$ cat src/rtl/bscan_pkg.sv
`timescale 1ns/1ps
package bscan_pkg;

  // Source for the capture register: serial neighbour or parallel pin.
  function automatic logic cap_next(input logic shift, input logic serial_bit,
                                    input logic par_bit);
    return shift ? serial_bit : par_bit;
  endfunction

  // Pin driver: the update register in test mode, otherwise pass-through.
  function automatic logic pin_drive(input logic test_mode, input logic held_bit,
                                     input logic par_bit);
    return test_mode ? held_bit : par_bit;
  endfunction

endpackage

$ cat src/rtl/bscan_cap_stage.sv
`timescale 1ns/1ps
module bscan_cap_stage
  import bscan_pkg::*;
(
  input  logic tck,
  input  logic rst_n,
  input  logic cap_en,
  input  logic shift_en,
  input  logic serial_in,
  input  logic par_in,
  output logic q
);
  logic d;
  assign d = cap_next(shift_en, serial_in, par_in);

  always_ff @(posedge tck or negedge rst_n) begin
    if (!rst_n)      q <= 1'b0;
    else if (cap_en) q <= d;
  end
endmodule

$ cat src/rtl/bscan_upd_stage.sv
`timescale 1ns/1ps
module bscan_upd_stage (
  input  logic tck,
  input  logic rst_n,
  input  logic upd_en,
  input  logic d,
  output logic q
);
  always_ff @(posedge tck or negedge rst_n) begin
    if (!rst_n)      q <= 1'b0;
    else if (upd_en) q <= d;
  end
endmodule

$ cat src/rtl/bscan_cell.sv
`timescale 1ns/1ps
module bscan_cell
  import bscan_pkg::*;
(
  input  logic tck,
  input  logic rst_n,
  input  logic cap_en,
  input  logic upd_en,
  input  logic shift_en,
  input  logic test_mode,
  input  logic serial_in,
  input  logic par_in,
  output logic cap_q,
  output logic upd_q,
  output logic par_out
);
  bscan_cap_stage u_cap (
    .tck(tck), .rst_n(rst_n), .cap_en(cap_en), .shift_en(shift_en),
    .serial_in(serial_in), .par_in(par_in), .q(cap_q)
  );

  bscan_upd_stage u_upd (
    .tck(tck), .rst_n(rst_n), .upd_en(upd_en), .d(cap_q), .q(upd_q)
  );

  assign par_out = pin_drive(test_mode, upd_q, par_in);
endmodule

$ cat src/rtl/bscan_chain.sv
`timescale 1ns/1ps
module bscan_chain #(
  parameter int NUM_CELLS = 4
) (
  input  logic                 tck,
  input  logic                 rst_n,
  input  logic                 scan_in,
  input  logic                 shift_en,
  input  logic                 capture_en,
  input  logic                 update_en,
  input  logic                 mode_sel,
  input  logic [NUM_CELLS-1:0] pin,
  output logic [NUM_CELLS-1:0] pout,
  output logic                 scan_out
);
  localparam int LAST = NUM_CELLS - 1;

  // Internal state exposed as named wires for the checker.
  logic [NUM_CELLS-1:0] cap_q;
  logic [NUM_CELLS-1:0] upd_q;
  logic [NUM_CELLS-1:0] serial_src;
  logic                 test_mode;

  // Reset forces the pins back to normal mode.
  assign test_mode = mode_sel & rst_n;

  for (genvar i = 0; i < NUM_CELLS; i++) begin : g_cell
    if (i == 0) begin : g_head
      assign serial_src[i] = scan_in;
    end else begin : g_link
      assign serial_src[i] = cap_q[i-1];
    end

    bscan_cell u_cell (
      .tck(tck), .rst_n(rst_n), .cap_en(capture_en), .upd_en(update_en),
      .shift_en(shift_en), .test_mode(test_mode), .serial_in(serial_src[i]),
      .par_in(pin[i]), .cap_q(cap_q[i]), .upd_q(upd_q[i]), .par_out(pout[i])
    );
  end

  assign scan_out = cap_q[LAST];
endmodule

$ cat config.mk
export PLATFORM = sky130hd
export DESIGN_NAME = bscan_chain
export DESIGN_NICKNAME = d
export VERILOG_FILES = /design/src/rtl/bscan_pkg.sv /design/src/rtl/bscan_cap_stage.sv /design/src/rtl/bscan_upd_stage.sv /design/src/rtl/bscan_cell.sv /design/src/rtl/bscan_chain.sv
export SDC_FILE = /design/constraint.sdc
export NUM_CORES = 1
export LEC_CHECK = 0
export ABC_AREA = 1
export BUFFER_PORTS_ARGS = -buffer_cell sky130_fd_sc_hd__buf_2
export CAP_MARGIN = 10
export CORE_AREA = 2 2 39 41
export DETAILED_ROUTE_END_ITERATION = 10
export DIE_AREA = 0 0 41 43
export PLACE_DENSITY_LB_ADDON = 0.2
export SYNTH_ARGS = -nofsm -noshare
export SYNTH_HDL_FRONTEND = slang
export SYNTH_SLANG_ARGS = --single-unit
$ cat constraint.sdc
create_clock -name tck -period 0.8 [get_ports tck]
set_input_delay 0.12 -clock tck [delete_from_list [all_inputs] [get_ports tck]]
set_output_delay 0.12 -clock tck [all_outputs]
set_load 0.01 [all_outputs]
==> run_results.csv, run 1 <==
group,metric,value,unit
timing,setup_viol,5,
floorplan,die_w,41,um
worst_hold_path,hold_start,"update_en",
cells_and_area,fin_util,42.68,%
synth,syn_inst,63,
cts,cts_tree,"yes",
placed_design,dp_hpwl,668.8,um
floorplan,ios,16,
setup_path,crit_required,0.68,ns
cts,clk_latency,0.26,ns
placed_design,gp_congestion,0.6877,
cells_and_area,regArea,200.2,um2
status,violations,"setup timing",
synth,yosys.area.top_type,"dfrtp_1",
setup_path,worstRegToRegCells,3,
worst_hold_path,min_to,"g_cell[1].u_cell.u_upd.q",
cells_and_area,multi_input_area,165.2,um2
synth,yosys_warnings,0,
setup_path,cp_max_fo,2,
floorplan,placeableCoreArea,0.001384,mm2
timing,rsz0062_at_grt,"yes",
timing,final.setup.worst_slack,-0.2031,ns
global_routing,gr-usage-all-layers,14.84,%
power_and_ir_drop,total_power,1.064,mW
setup_path,timing.rr.end,"g_cell[3].u_cell.u_upd.q",
status,status,"complete, but fails checks",
routing,ant_nets,0,
power_and_ir_drop,power_density,1801,mW/mm2
cells_and_area,syn_to_final_growth,35.24,%
setup_path,arrival,0.88,ns
timing,relSlewSlack,83.81,%
timing,max_slew.worst_pin.slew,0.2423,ns
setup_path,startpoint_type,"register",
cts,clk_pin_slew,0.06,ns
routing,drt_iter0_drc,7,
placed_design,dp.cells,91,
cells_and_area,fillCellCount,149,
global_routing,grt_pass1_wl,1.656,mm
cts,h-tree-depth,1,
routing,wl_per_cell,9.430,um
cells_and_area,n_antenna_cell,0,
synth,yosysTopAreaCellShare,45.85,%
cts,numCtsBuffers,3,
cts,cts_buffer_depth,2,
worst_hold_path,hp-class,"in2reg",
floorplan,dieArea,0.001763,mm2
timing,min_period_over_period,125.4,%
synth,netlist_top_cells_area,"dfrtp_1 46%, nand2_1 21%, inv_1 11%",
routing,wl,943,um
cells_and_area,fin_cells,100,
synth,syn_area,436.7,um2
timing,hold_viol,0,
setup_path,regToRegStartpoint,"g_cell[3].u_cell.u_cap.q",
worst_hold_path,holdPathStages,2,
setup_path,end_kind,"output port",
routing,firstDrtPassIters,4,
synth,syn_nets,74,
routing,avgViaCountPerCell,4.330,
flow_run,maxCapViolations,0,
timing,slew_viol_final,0,
global_routing,grt_pass1_vias,418,
floorplan,std_cell_rows,14,
timing,finClkSkew,0.001460,ns
floorplan,initial_core_util,31.56,%
global_routing,grt_overflow,0,
timing,holdWs,0.1173,ns
power_and_ir_drop,leakage,0.3565,nW
synth,synth-seq-area-share,45.85,%
placed_design,io_buffers,15,
setup_path,rrSetupSlack,0.07,ns
setup_path,crit_type,"reg2out",
global_routing,antenna_found_initial,0,
synth,synth_seq_cells,8,
synth,syn_avg_cell_area,6.931,um2
routing,drcViolationCount,0,
floorplan,die_h,43,um
cells_and_area,finalNetCount,97,
cells_and_area,layout-drive-gt1-share,36.90,%
synth,synth_cell_types,7,
timing,max_freq,0.9969,GHz
cts,cts_root_buf,"clkbuf_4",
cts,clock-sinks,8,
routing,via_count,433,
global_routing,grt_max_degree,9,
power_and_ir_drop,vdd_drop_max,0.8759,mV
timing,fin_crit,1.003,ns
placed_design,dp_slack,0.001541,ns
[final cells by class]
class / instances / area share [%]
repair buffers: 22 / 22.03
well taps: 16 / 3.390
clock buffers: 3 / 3.814
flip-flops and latches: 8 / 33.90
multi-input cells: 37 / 27.97
inverters: 14 / 8.898
[logic make-up after synthesis]
| kind of cell | share of synthesized area, % |
|---|---|
| DFF | 45.84 |
| AOI/OAI and AO/OA | 9.169 |
| buffers and inverters | 18.91 |
| and+or+nand+nor | 26.07 |
[cell usage after synthesis]
master and n:
o21ai_0 8, dfrtp_1 8, nand3_1 4, inv_2 1, inv_1 13, buf_4 4, nand2_1 25
[stage by stage]
step	cell area, um2	setup TNS, ns
6_report	590.6	-0.8542
3_3_place_gp	509.2	0
5_1_grt	590.6	-1.108
2_1_floorplan	436.7	0
4_1_cts	613.1	-1.069
3_5_place_dp	509.2	0
[what timing repair did]
| item | 4_1_cts | 5_1_grt |
|---|---|---|
| hold buffers | 1 | 0 |
| resized for setup | 7 | 6 |
| endpoints found under the hold margin | 8 | 0 |
| setup buffers | 9 | 1 |
| pin swaps | 4 | 2 |
| setup endpoints to repair | 5 | 8 |
[worst max path at each step]
stage / startpoint / end / slack [ns] / cells after the start
after floorplan: g_cell[0].u_cell.u_upd.q / pout[0] / 0.07 / 3
after global placement: rst_n / pout[2] / 0.01 / 5
after detailed placement: rst_n / pout[2] / 0.002 / 5
after CTS: g_cell[2].u_cell.u_upd.q / pout[2] / -0.20 / 3
after global routing: g_cell[2].u_cell.u_upd.q / pout[2] / -0.25 / 3
final: g_cell[2].u_cell.u_upd.q / pout[2] / -0.20 / 3
[worst max-delay path: stages, from the launching register on]
cell	delay (ns)
dfrtp_1	0.34
inv_2	0.04
o21ai_1	0.11
buf_2	0.15
[layer usage]
| layer | vias to the layer above | GRT usage (%) | wire [um] |
|---|---|---|---|
| li1 | 227 | - | - |
| met1 | 184 | 17.39 | 418 |
| met2 | 17 | 20.00 | 415 |
| met3 | 5 | 3.141 | 61 |
| met4 | 0 | 16.00 | 47 |
| met5 | - | 0 | 0 |
[cell usage in the layout (no fill, tap or decap), drive strengths merged]
master | netlist | routed
clkbuf | 0 | 3
dfrtp | 8 | 8
nand3 | 4 | 4
inv | 14 | 14
dlygate4sd3 | 0 | 1
buf | 4 | 21
o21ai | 8 | 8
nand2 | 25 | 25
[report_power, final]
part / switching [mW] / internal, mW / leakage [nW] / total, mW
clock network: 0.150 / 0.173 / 0.0138 / 0.323
registers: 0.0266 / 0.455 / 0.0979 / 0.481
logic: 0.132 / 0.127 / 0.245 / 0.259
[state kept, by name, indices dropped and copies added, names as in the netlist]
register	cells
g_cell.u_cell.u_cap.q	4
g_cell.u_cell.u_upd.q	4
Note: power is estimated with default switching activity, not from simulation.
==> run 2, diff against run 1 <==
--- a/config.mk
+++ b/config.mk
@@ -8,10 +8,13 @@
 export ABC_AREA = 1
 export BUFFER_PORTS_ARGS = -buffer_cell sky130_fd_sc_hd__buf_2
 export CAP_MARGIN = 10
-export CORE_AREA = 2 2 39 41
+export CELL_PAD_IN_SITES_DETAIL_PLACEMENT = 0
+export CELL_PAD_IN_SITES_GLOBAL_PLACEMENT = 1
+export CORE_MARGIN = 2
+export CORE_UTILIZATION = 27
 export DETAILED_ROUTE_END_ITERATION = 10
-export DIE_AREA = 0 0 41 43
 export PLACE_DENSITY_LB_ADDON = 0.2
+export SLEW_MARGIN = 20
 export SYNTH_ARGS = -nofsm -noshare
 export SYNTH_HDL_FRONTEND = slang
 export SYNTH_SLANG_ARGS = --single-unit
==> run 2 against run 1 <==
  * Core utilization fell by 3.5 points
  * Worst setup slack improved by 0.025 ns
  * The run still ends with setup timing left
  * Highest routed layer unchanged
  * Largest power group unchanged
  * Die area rose by 11%
  * Wire length fell by 4.3%
  * Sequential power barely moved
  * Largest cell class unchanged
  * Sequential share of layout area did not move
==> run_results.csv, run 2 (same netlist as run 1, synthesis figures left out) <==
group,metric,value,unit
power_and_ir_drop,total_power,1.048,mW
floorplan,std_cell_rows,14,
power_and_ir_drop,switching_share,28.02,%
routing,wl_per_cell,9.020,um
global_routing,antenna_found_initial,0,
setup_path,end_kind,"output port",
timing,final.setup.worst_slack,-0.1783,ns
timing,hold_viol,0,
power_and_ir_drop,power_density,1775,mW/mm2
cts,clk_latency,0.25,ns
placed_design,io_buffers,15,
global_routing,grt_overflow,0,
power_and_ir_drop,p_int,754.4,uW
setup_path,cp_max_fo,2,
power_and_ir_drop,seq_power_share,46.0,%
cells_and_area,syn_to_final_growth,35.24,%
routing,drt_iter0_drc,0,
global_routing,grt_pass1_wl,1.614,mm
timing,finClkSkew,0.002841,ns
cells_and_area,layout-drive-gt1-share,38.10,%
routing,drcViolationCount,0,
routing,firstDrtPassIters,1,
floorplan,die_w,44.22,um
setup_path,crit_required,0.68,ns
timing,setup_viol,5,
power_and_ir_drop,clkPwrFrac,29.4,%
cells_and_area,final_common_cell,"nand2_1",
power_and_ir_drop,p_switching,293.7,uW
cells_and_area,n_antenna_cell,0,
cts,clock-sinks,8,
cells_and_area,fin_cells,100,
timing,rsz0062_at_grt,"yes",
global_routing,gr-usage-all-layers,12.12,%
floorplan,initial_core_util,28.99,%
flow_run,maxCapViolations,0,
cts,h-tree-depth,1,
timing,min_period_over_period,122.3,%
power_and_ir_drop,vdd_drop_max,0.6917,mV
floorplan,dieArea,0.001955,mm2
timing,slew_viol_final,0,
global_routing,grt_pass1_vias,377,
global_routing,grt_max_degree,9,
routing,via_count,409,
timing,max_slew.worst_pin.slew,0.2479,ns
setup_path,arrival,0.86,ns
cts,numCtsBuffers,3,
placed_design,dp_slack,-0.01888,ns
setup_path,startpoint_type,"register",
cells_and_area,regArea,200.2,um2
placed_design,gp_congestion,0.7238,
timing,max_freq,1.022,GHz
timing,holdWs,0.1284,ns
power_and_ir_drop,leakage,0.3559,nW
worst_hold_path,hp-class,"in2reg",
floorplan,die_h,44.22,um
routing,wl,902,um
floorplan,ios,16,
status,violations,"setup timing",
cells_and_area,fin_util,39.20,%
setup_path,crit_type,"reg2out",
cts,cts_root_buf,"clkbuf_4",
routing,ant_nets,0,
cts,cts_buffer_depth,2,
cells_and_area,fillCellCount,186,
timing,fin_crit,0.9783,ns
cells_and_area,multi_input_area,165.2,um2
cts,cts_tree,"yes",
routing,avgViaCountPerCell,4.090,
status,status,"complete, but fails checks",
cells_and_area,final_cell_mix,"25 x nand2_1, 15 x buf_2, 9 x inv_1",
cells_and_area,largest_registers,"g_cell.u_cell.u_cap.q: 4 flops, g_cell.u_cell.u_upd.q: 4 flops",
cts,clk_pin_slew,0.05,ns
timing,relSlewSlack,83.43,%
power_and_ir_drop,comb_power_share,24.6,%
placed_design,dp.cells,91,
cells_and_area,finalNetCount,97,
floorplan,placeableCoreArea,0.001506,mm2
[run 2: per-layer routing]
| metal | vias to the layer above | share of wire [%] | global-route usage [%] |
|---|---|---|---|
| met5 | - | 0 | 0 |
| met3 | 2 | 5.9 | 2.449 |
| li1 | 226 | - | - |
| met1 | 170 | 52 | 17.22 |
| met2 | 11 | 41 | 15.00 |
| met4 | 0 | 1.6 | 10.91 |
[run 2: final cells by class]
type | count | share of cell area, %
clock buffer | 3 | 3.814
sequential | 8 | 33.90
multi-input combinational | 37 | 27.97
timing repair buffer | 22 | 22.03
inverter | 14 | 8.898
tap | 16 | 3.390
[run 2: final timing paths]
kind	start	endpoint	slack, ns	depth (start not counted)
min in group asynchronous	rst_n	g_cell[2].u_cell.u_cap.q	0.33	3
min reg2reg	g_cell[0].u_cell.u_cap.q	g_cell[0].u_cell.u_cap.q	0.51	2
max	g_cell[0].u_cell.u_upd.q	pout[0]	-0.18	3
max in group asynchronous	rst_n	g_cell[0].u_cell.u_cap.q	0.34	3
min	update_en	g_cell[0].u_cell.u_upd.q	0.13	2
max reg2reg	g_cell[3].u_cell.u_cap.q	g_cell[3].u_cell.u_upd.q	0.07	3
[run 2: critical path, stage by stage (launching register included)]
cell and delay (ns):
dfrtp_1 0.37, inv_2 0.05, o21ai_1 0.05, buf_2 0.14
[run 2: power groups by stage]
stage               combinational [mW]  clock (mW)  sequential (mW)
floorplan                        0.124           0            0.484
global placement                 0.188           0            0.486
detailed placement               0.190           0            0.486
CTS                              0.284       0.324            0.478
global route                     0.303       0.335            0.489
finish                           0.258       0.308            0.482
[run 2: timing repair]
action	4_1_cts	5_1_grt
hold buffers	1	0
gates resized for setup	6	8
setup endpoints to repair	5	8
pin swaps	4	2
hold endpoints to repair	8	0
setup buffers	9	1
[run 2: per-stage QoR]
| step | area [um2] | TNS [ns] |
|---|---|---|
| finish | 590.6 | -0.7872 |
| global placement | 509.2 | 0 |
| detailed placement | 509.2 | -0.04454 |
| CTS | 609.3 | -1.051 |
| global route | 590.6 | -1.011 |
| floorplan | 436.7 | 0 |
